===== config.mk =====
export PLATFORM = sky130hd
export DESIGN_NAME = bch_sys_encoder
export DESIGN_NICKNAME = d
export VERILOG_FILES = /design/src/rtl/bchenc_pkg.sv /design/src/rtl/bchenc_lfsr.sv /design/src/rtl/bchenc_parsel.sv /design/src/rtl/bchenc_seq.sv /design/src/rtl/bch_sys_encoder.sv
export SDC_FILE = /design/constraint.sdc
export NUM_CORES = 1
export LEC_CHECK = 0
export BUFFER_PORTS_ARGS = -buffer_cell sky130_fd_sc_hd__buf_2
export CAP_MARGIN = 0
export CELL_PAD_IN_SITES_DETAIL_PLACEMENT = 1
export CELL_PAD_IN_SITES_GLOBAL_PLACEMENT = 2
export CORE_ASPECT_RATIO = 0.5
export CORE_MARGIN = 3
export CORE_UTILIZATION = 35
export CTS_CLUSTER_DIAMETER = 200
export DETAILED_ROUTE_END_ITERATION = 10
export HOLD_SLACK_MARGIN = 0.15
export MAX_ROUTING_LAYER = met4
export PLACE_DENSITY = 0.75
export RECOVER_POWER = 50
export SLEW_MARGIN = 20
export SYNTH_ARGS = -nofsm -noshare
export SYNTH_HDL_FRONTEND = slang
export SYNTH_HIERARCHICAL = 1
export SYNTH_SLANG_ARGS = --single-unit

===== constraint.sdc =====
create_clock -name clk -period 9.5 [get_ports clk]
set_input_delay 0.95 -clock clk [delete_from_list [all_inputs] [get_ports clk]]
set_output_delay 0.95 -clock clk [all_outputs]
set_load 0.05 [all_outputs]

===== src/rtl/bchenc_pkg.sv =====
package bchenc_pkg;

  localparam int GF_M   = 11;
  localparam int CORR_T = 18;
  localparam logic [GF_M-1:0] PRIM_LOW = GF_M'(5);  // x^11 + x^2 + 1
  localparam int GEN_DEG = GF_M * CORR_T;

  typedef enum logic {
    PH_DATA   = 1'b0,
    PH_PARITY = 1'b1
  } phase_e;

  // GF(2^m) multiply, shift-and-add with modular reduction
  function automatic logic [GF_M-1:0] gf_mul(input logic [GF_M-1:0] a,
                                             input logic [GF_M-1:0] b);
    logic [GF_M-1:0] p;
    p = '0;
    for (int i = GF_M - 1; i >= 0; i--) begin
      p = {p[GF_M-2:0], 1'b0} ^ (p[GF_M-1] ? PRIM_LOW : '0);
      if (b[i]) p = p ^ a;
    end
    return p;
  endfunction

  // Product of the minimal polynomials of alpha^1, alpha^3, ... alpha^(2T-1)
  function automatic logic [GEN_DEG:0] gen_poly();
    logic [GEN_DEG:0]          g;
    logic [GEN_DEG:0]          acc;
    logic [GF_M-1:0]           beta;
    logic [(GF_M+1)*GF_M-1:0]  m;
    logic [(GF_M+1)*GF_M-1:0]  mn;
    g = (GEN_DEG + 1)'(1);
    for (int r = 1; r < 2 * CORR_T; r += 2) begin
      beta = GF_M'(1);
      for (int e = 0; e < r; e++) beta = gf_mul(beta, GF_M'(2));
      m = '0;
      m[GF_M-1:0] = GF_M'(1);
      for (int k = 0; k < GF_M; k++) begin
        mn = '0;
        mn[GF_M-1:0] = gf_mul(beta, m[GF_M-1:0]);
        for (int j = 1; j <= GF_M; j++) begin
          mn[j*GF_M +: GF_M] = gf_mul(beta, m[j*GF_M +: GF_M]) ^ m[(j-1)*GF_M +: GF_M];
        end
        m    = mn;
        beta = gf_mul(beta, beta);
      end
      acc = '0;
      for (int j = 0; j <= GF_M; j++) begin
        if (m[j*GF_M]) acc = acc ^ (g << j);
      end
      g = acc;
    end
    return g;
  endfunction

  localparam logic [GEN_DEG:0]   GEN_FULL = gen_poly();
  localparam logic [GEN_DEG-1:0] GEN_LOW  = GEN_FULL[GEN_DEG-1:0];

endpackage


===== src/rtl/bchenc_lfsr.sv =====
// W serial division steps collapsed into one combinational update.
module bchenc_lfsr #(
  parameter int W  = 18,
  parameter int PW = 198,
  parameter logic [PW-1:0] GPOLY = '0
) (
  input  logic [PW-1:0] rem_in,
  input  logic [W-1:0]  din,
  output logic [PW-1:0] rem_out
);

  logic [PW-1:0] stage [W+1];

  assign stage[0] = rem_in;

  for (genvar s = 0; s < W; s++) begin : g_step
    logic fb;
    assign fb           = din[W-1-s] ^ stage[s][PW-1];
    assign stage[s+1]   = {stage[s][PW-2:0], 1'b0} ^ (fb ? GPOLY : '0);
  end

  assign rem_out = stage[W];

endmodule


===== src/rtl/bchenc_parsel.sv =====
// Picks one W-bit word of the remainder, highest-degree word at index 0.
module bchenc_parsel #(
  parameter int W  = 18,
  parameter int NW = 11,
  localparam int PW = W * NW,
  localparam int IW = (NW > 1) ? $clog2(NW) : 1
) (
  input  logic [PW-1:0] rem,
  input  logic [IW-1:0] idx,
  output logic [W-1:0]  word
);

  logic [W-1:0] words [NW];

  for (genvar j = 0; j < NW; j++) begin : g_word
    assign words[j] = rem[PW-1-j*W -: W];
  end

  always_comb begin
    word = '0;
    for (int j = 0; j < NW; j++) begin
      if (idx == IW'(j)) word = words[j];
    end
  end

endmodule


===== src/rtl/bchenc_seq.sv =====
// Codeword framing: counts message blocks, then check blocks.
module bchenc_seq
  import bchenc_pkg::*;
#(
  parameter int DATA_BLKS = 88,
  parameter int PAR_BLKS  = 11,
  localparam int DW = $clog2(DATA_BLKS),
  localparam int IW = (PAR_BLKS > 1) ? $clog2(PAR_BLKS) : 1
) (
  input  logic          clk,
  input  logic          rst,
  input  logic          in_fire,
  input  logic          par_fire,
  output phase_e        phase,
  output logic [IW-1:0] par_idx,
  output logic          last_par
);

  localparam logic [DW-1:0] LAST_D = DW'(DATA_BLKS - 1);
  localparam logic [IW-1:0] LAST_P = IW'(PAR_BLKS - 1);

  logic [DW-1:0] dcnt;

  assign last_par = (par_idx == LAST_P);

  always_ff @(posedge clk) begin
    if (rst) begin
      phase   <= PH_DATA;
      dcnt    <= '0;
      par_idx <= '0;
    end else begin
      if (in_fire) begin
        if (dcnt == LAST_D) begin
          dcnt  <= '0;
          phase <= PH_PARITY;
        end else begin
          dcnt <= dcnt + 1'b1;
        end
      end
      if (par_fire) begin
        if (last_par) begin
          par_idx <= '0;
          phase   <= PH_DATA;
        end else begin
          par_idx <= par_idx + 1'b1;
        end
      end
    end
  end

endmodule


===== src/rtl/bch_sys_encoder.sv =====
module bch_sys_encoder
  import bchenc_pkg::*;
#(
  parameter int BLK_W     = 18,
  parameter int DATA_BLKS = 88,
  parameter int PAR_BLKS  = 11,
  parameter logic [BLK_W*PAR_BLKS-1:0] GPOLY = GEN_LOW
) (
  input  logic             clk,
  input  logic             rst,
  input  logic             in_valid,
  output logic             in_ready,
  input  logic [BLK_W-1:0] in_data,
  output logic             out_valid,
  input  logic             out_ready,
  output logic [BLK_W-1:0] out_data,
  output logic             out_is_par
);

  localparam int PW = BLK_W * PAR_BLKS;
  localparam int IW = (PAR_BLKS > 1) ? $clog2(PAR_BLKS) : 1;

  phase_e          phase;
  logic [IW-1:0]   par_idx;
  logic            last_par;
  logic            adv;
  logic            in_fire;
  logic            par_fire;
  logic [PW-1:0]   rem_q;
  logic [PW-1:0]   rem_next;
  logic [BLK_W-1:0] par_word;

  // output register may load when empty or being drained this cycle
  assign adv      = !out_valid || out_ready;
  assign in_ready = adv && (phase == PH_DATA);
  assign in_fire  = in_valid && in_ready;
  assign par_fire = adv && (phase == PH_PARITY);

  bchenc_seq #(
    .DATA_BLKS(DATA_BLKS),
    .PAR_BLKS (PAR_BLKS)
  ) u_seq (
    .clk     (clk),
    .rst     (rst),
    .in_fire (in_fire),
    .par_fire(par_fire),
    .phase   (phase),
    .par_idx (par_idx),
    .last_par(last_par)
  );

  bchenc_lfsr #(
    .W    (BLK_W),
    .PW   (PW),
    .GPOLY(GPOLY)
  ) u_lfsr (
    .rem_in (rem_q),
    .din    (in_data),
    .rem_out(rem_next)
  );

  bchenc_parsel #(
    .W (BLK_W),
    .NW(PAR_BLKS)
  ) u_sel (
    .rem (rem_q),
    .idx (par_idx),
    .word(par_word)
  );

  always_ff @(posedge clk) begin
    if (rst) begin
      rem_q <= '0;
    end else if (in_fire) begin
      rem_q <= rem_next;
    end else if (par_fire && last_par) begin
      rem_q <= '0;
    end
  end

  always_ff @(posedge clk) begin
    if (rst) begin
      out_valid  <= 1'b0;
      out_data   <= '0;
      out_is_par <= 1'b0;
    end else if (in_fire) begin
      out_valid  <= 1'b1;
      out_data   <= in_data;
      out_is_par <= 1'b0;
    end else if (par_fire) begin
      out_valid  <= 1'b1;
      out_data   <= par_word;
      out_is_par <= 1'b1;
    end else if (adv) begin
      out_valid  <= 1'b0;
    end
  end

endmodule


==> flow_summary.yaml, run 1 <==
cts:
  cts.reportedPaths.clkPinSlew_ns: 0.06
  cts_max_path_buffers: 3
  clk_latency_ns: 0.58
  cts_sinks: 230
  cts_root_buffer: "clkbuf_16"
  hold_buffers: 0
  cts_tree: "built"
  cts_buffers: 27
  htree_num_levels: 1
  cts_resized: 0
  post_cts_buffers: 0
cells_and_area:
  drive_gt1_share_pct: 12.9
  seq_area_um2: 4610
  final_nets: 1692
  area_delta_synth_final_pct: 10.7
  multi_input_area_um2: 12600
  n_fill_cell: 5458
placed_design:
  numPortBuffers: 42
  gp_congestion: 0.991
  hpwl_um: 56900
setup_path:
  required_ns: 10.00
  startpoint_type: "flip-flop"
  worstSetupPathType: "reg -> reg"
  arrival_ns: 6.78
  crit_slowest_cell: "clkbuf_2"
  worst_setup_path_end_kind: "flip-flop"
  path_max_fanout: 198
  path_cells: "clkbuf_1 > and4bb_2 > mux2_1 > a21oi_4 > clkbuf_2 > a22o_1"
  critPathMaxStageDelay_ns: 3.26
global_route:
  globalRouteOverflowTotal: 0
  use_met3_pct: 9.09
  use_met2_pct: 41.2
  antenna_found_initial: 2
  grt_usage_pct: 30.2
  grt_pass1_wl_um: 110000
  grt_max_degree: 199
  grt_pass1_vias: 13300
  grt.met1_usage_pct: 42.1
  top_usage_layer: "met1"
worst_hold_path:
  hold_path.class: "reg -> reg"
synthesis:
  syn_area_um2: 17700
  yosysWarnings: 6
  synth_area_per_cell_um2: 10.7
  synthCells: 1646
  synth_async_sr_flop_share_pct: 0
  synth-seq-area-share_pct: 26.0
  ys_ff_latch: 230
  yosysTopAreaCell: "xnor2_1"
  synth_nets: 1669
  synth_enable_flop_cells: 0
  synth_most_common_cell: "xnor2_1"
  synthTopCellsByArea: "xnor2_1, dfxtp_1, a22o_1"
  synth_top_cell_area_share_pct: 29.9
  synth_cell_types: 74
  synth_ff_type: "dfxtp_1"
  synth_common_cells: "xnor2_1, dfxtp_1, a22o_1"
sta:
  max_freq_ghz: 0.159
  period_share_pct: 66.2
  fin_skew_ns: 0.0347
  tns_ns: 0
  worst_pin_slew_ns: 4.79
  rsz0062_at_grt: "false"
  finalSetupViolations: 0
  maxSlewViolCount: 264
  hold_viol_final: 0
  relSlewSlack_pct: -220
  min_period_ns: 6.28
status:
  violations: "max-capacitance violations, max-slew violations"
  outcome: "finished with violations"
route:
  routed_via_density: 5.99
  drc: 0
  firstDrtPassIters: 5
  drtIter0Drc: 2131
  vias: 14000
  drtAntennaViolNets: 0
  wl_per_cell_um: 33.8
  drt-total-wl_um: 79000
floorplan:
  core-area_um2: 49200
  start_util_pct: 35.9
  die_h_um: 165
  io-pin-count: 43
  dieArea_um2: 53400
  num_rows: 57
  dieWidth_um: 324
run:
  drv_cap: 4
## layout make-up
cell class              count  share of cell area (%)
well taps                 649                    4.15
clock inverters             8                   0.460
inverters                   8                   0.153
diodes                      1                  0.0128
clock buffers              40                    4.06
repair buffers            105                    3.30
flip-flops and latches    230                    23.5
multi-input cells        1297                    64.3
## critical path, delay by kind of cell, from the launching register on
family | cells | cell delay [ns]
compound gates | 2 | 0.66
mux | 1 | 0.34
buf+inv | 2 | 3.99
flops | 1 | 0.31
simple gates | 1 | 0.65
## layout by cell type, fill, tap and decap left out, drive strengths merged, types with 7 or more instances in the layout
master / n
nor3: 9
clkbuf: 64
nand2: 8
xnor3: 53
a22o: 202
buf: 81
nor2b: 9
dfxtp: 230
nand2b: 9
xor2: 135
and4b: 19
xnor2: 621
a21oi: 28
mux2: 14
mux4: 16
a22oi: 9
a221o: 31
o21ai: 7
mux2i: 21
xor3: 8
o22ai: 8
inv: 8
nor2: 30
## sequential cells by signal, summed over array words and instances, names as in the netlist
signal	count
rem_q	198
u_seq/par_idx	4
out_valid	1
u_seq/phase	1
out_data	18
out_is_par	1
u_seq/dcnt	7
## kinds of logic after synthesis
logic type	synth area share, %
adder cells (fa/ha/maj)	0.0708
multiplexers	4.14
AND/OR/NAND/NOR	3.80
AO/OA/AOI/OAI	15.4
XOR/XNOR	46.9
flip-flops	26.0
buffers and inverters	3.67
## stage by stage
stage	cell area (µm²)	hold slack (ns)	util (%)	worst slack [ns]	cells
floorplan	17700	0.445	-	5.08	1646
global placement	18700	0.466	38.0	3.24	2289
detailed placement	18700	0.470	38.1	3.15	2289
CTS	19600	0.483	39.9	3.74	2337
global route	19600	0.507	39.8	3.03	2338
finish	19600	0.481	39.8	3.22	2338
## routing by layer
layer  vias to the layer above  share of wire, %
met4                         0               3.8
li1                       5819                 -
met3                       161                13
met1                      7184                44
met5                         -                 0
met2                       849                39
## worst paths after layout
check | startpoint | to | slack [ns] | cells after the start
max | u_seq/par_idx[1] | rem_q[88] | 3.22 | 6
min | out_data[2] | out_data[2] | 0.48 | 1
max reg2reg | u_seq/par_idx[1] | rem_q[88] | 3.22 | 6
min reg2reg | out_data[2] | out_data[2] | 0.48 | 1
Power of run 1 is not shown: default switching activity piles up to over one toggle a cycle in this logic, so the estimate is an artifact.
==> run 2, diff against run 1 <==
Settings changed: ABC_AREA set to 1, PLACE_DENSITY 0.75 to 0.85.
Clock period 9.5 ns to 6.2 ns, I/O delays scaled along.
==> flow_summary.yaml, run 2 <==
status:
  outcome: "finished with violations"
  violations: "max-capacitance violations, max-slew violations"
synthesis:
  synth_common_cells: "nand2_1, xor2_1, nand3_1"
  synth_ff_type: "dfxtp_1"
  syn_area_um2: 22500
  yosysTopAreaCell: "xor2_1"
  synthTopCellsByArea: "xor2_1, dfxtp_1, nand2_1"
  synthCells: 3299
  ys_ff_latch: 230
  synth_most_common_cell: "nand2_1"
  yosysWarnings: 6
  synth_area_per_cell_um2: 6.82
  synth_enable_flop_cells: 0
  synth_top_cell_area_share_pct: 28.4
  synth_cell_types: 44
  synth-seq-area-share_pct: 20.5
  synth_async_sr_flop_share_pct: 0
  synth_nets: 3322
setup_path:
  reg2reg_depth: 10
  r2r_end: "out_data[7]"
  startpoint_type: "flip-flop"
  worst_setup_path_end_kind: "flip-flop"
  crit_end: "out_data[7]"
  r2r_setup_slack_ns: 0.52
  r2r-start: "u_seq/par_idx[0]"
  startpoint: "u_seq/par_idx[0]"
  path_max_fanout: 19
  worstSetupPathType: "reg -> reg"
  required_ns: 6.76
  arrival_ns: 6.24
cells_and_area:
  area_delta_synth_final_pct: 7.90
  drive_gt1_share_pct: 8.78
  mostFrequentLayoutCells: "nand2_1, xor2_1, nand3_1"
  final_nets: 3298
  final_common_cell: "nand2_1"
  regMostFlops: "rem_q"
  largest_registers: "rem_q x198, out_data x18, u_seq/dcnt x7"
  largest_reg_flops: 198
placed_design:
  hpwl_um: 85900
  gp_congestion: 1.06
  numPortBuffers: 42
cts:
  post_cts_buffers: 0
  hold_buffers: 0
  cts_resized: 0
  cts_buffers: 28
  cts.reportedPaths.clkPinSlew_ns: 0.06
  htree_num_levels: 1
  cts_max_path_buffers: 3
  cts_sinks: 230
  cts_tree: "built"
  clk_latency_ns: 0.62
  cts_root_buffer: "clkbuf_16"
sta:
  holdWs_ns: 0.383
  worst_pin_slew_ns: 2.88
  maxSlewViolCount: 149
  min_period_ns: 5.68
  fin_skew_ns: 0.0248
  finalSetupViolations: 0
  hold_viol_final: 0
  rsz0062_at_grt: "false"
  period_share_pct: 91.7
  max_freq_ghz: 0.176
  tns_ns: 0
  relSlewSlack_pct: -92.6
floorplan:
  io-pin-count: 43
  dieArea_um2: 67500
  dieWidth_um: 364
  start_util_pct: 36.1
  die_h_um: 185
  num_rows: 64
  core-area_um2: 62300
run:
  drv_cap: 5
worst_hold_path:
  hold_path.class: "in -> reg"
  min_from: "rst"
global_route:
  antenna_found_initial: 7
  grt_max_degree: 154
  grt_pass1_vias: 22900
  grt_usage_pct: 36.1
  grt_pass1_wl_um: 170000
  globalRouteOverflowTotal: 0
route:
  firstDrtPassIters: 5
  vias: 23900
  drtAntennaViolNets: 0
  drtIter0Drc: 3334
  routed_via_density: 5.79
  wl_per_cell_um: 29.2
  drc: 0
  drt-total-wl_um: 121000
run 2: worst min-delay path by stage:
stage / slack (ns) / cells after the start / to
floorplan: 0.46 / 2 / u_seq/dcnt[6]
global placement: 0.47 / 2 / u_seq/dcnt[6]
detailed placement: 0.48 / 2 / u_seq/dcnt[6]
CTS: 0.38 / 2 / u_seq/dcnt[5]
global route: 0.43 / 2 / u_seq/dcnt[5]
finish: 0.38 / 2 / u_seq/dcnt[5]
run 2: layout make-up:
class                           count  area (µm²)
Clock buffer                       39         772
Sequential cell                   230        4600
Antenna cell                        8        20.0
Multi-Input combinational cell   2698       16100
Timing Repair Buffer              147        1020
Inverter                          170         643
Tap cell                          825        1030
Clock inverter                      9        65.1
Fill cell                        7993       38000
run 2: worst max-delay path: stages, from the launching register on:
cell     delay, ns
dfxtp_1       0.50
inv_1         0.12
nor2_2        1.27
inv_1         0.39
nor2_1        2.23
nand2_1       0.18
nand4_1       0.47
nand3_1       0.15
nand3_1       0.16
nand2_1       0.06
inv_1         0.07
run 2: logic make-up (layout without fill, tap and decap cells):
kind of cell    Yosys count  count (layout)  synth area share, %
fa+ha+maj                 1               1               0.0556
xor+xnor                887             887                 35.1
simple gates           1579            1579                 31.3
other cells               0               8                    0
flops                   230             230                 20.5
buf+inv                 371             365                 7.84
compound gates          231             231                 5.22
run 2: through the flow:
step | cells | utilization (%) | worst slack [ns] | area [µm²]
final | 4126 | 38.9 | 0.516 | 24300
after global routing | 4124 | 38.9 | 0.467 | 24300
after CTS | 4118 | 39.1 | 1.22 | 24300
after detailed placement | 4070 | 37.7 | 0.877 | 23500
after global placement | 4070 | 37.7 | 0.882 | 23500
after floorplan | 3299 | - | 3.11 | 22500
run 2: routing by layer:
metal / up-vias / share of wire [%] / GRT usage (%) / routed length [µm]
li1: 10300 / - / - / -
met1: 11800 / 43 / 48.2 / 51400
met2: 1406 / 39 / 50.3 / 47500
met3: 285 / 14 / 12.3 / 16500
met4: 0 / 4.2 / 12.2 / 5090
met5: - / 0 / - / 0
Power of run 2 is left out for the same reason.
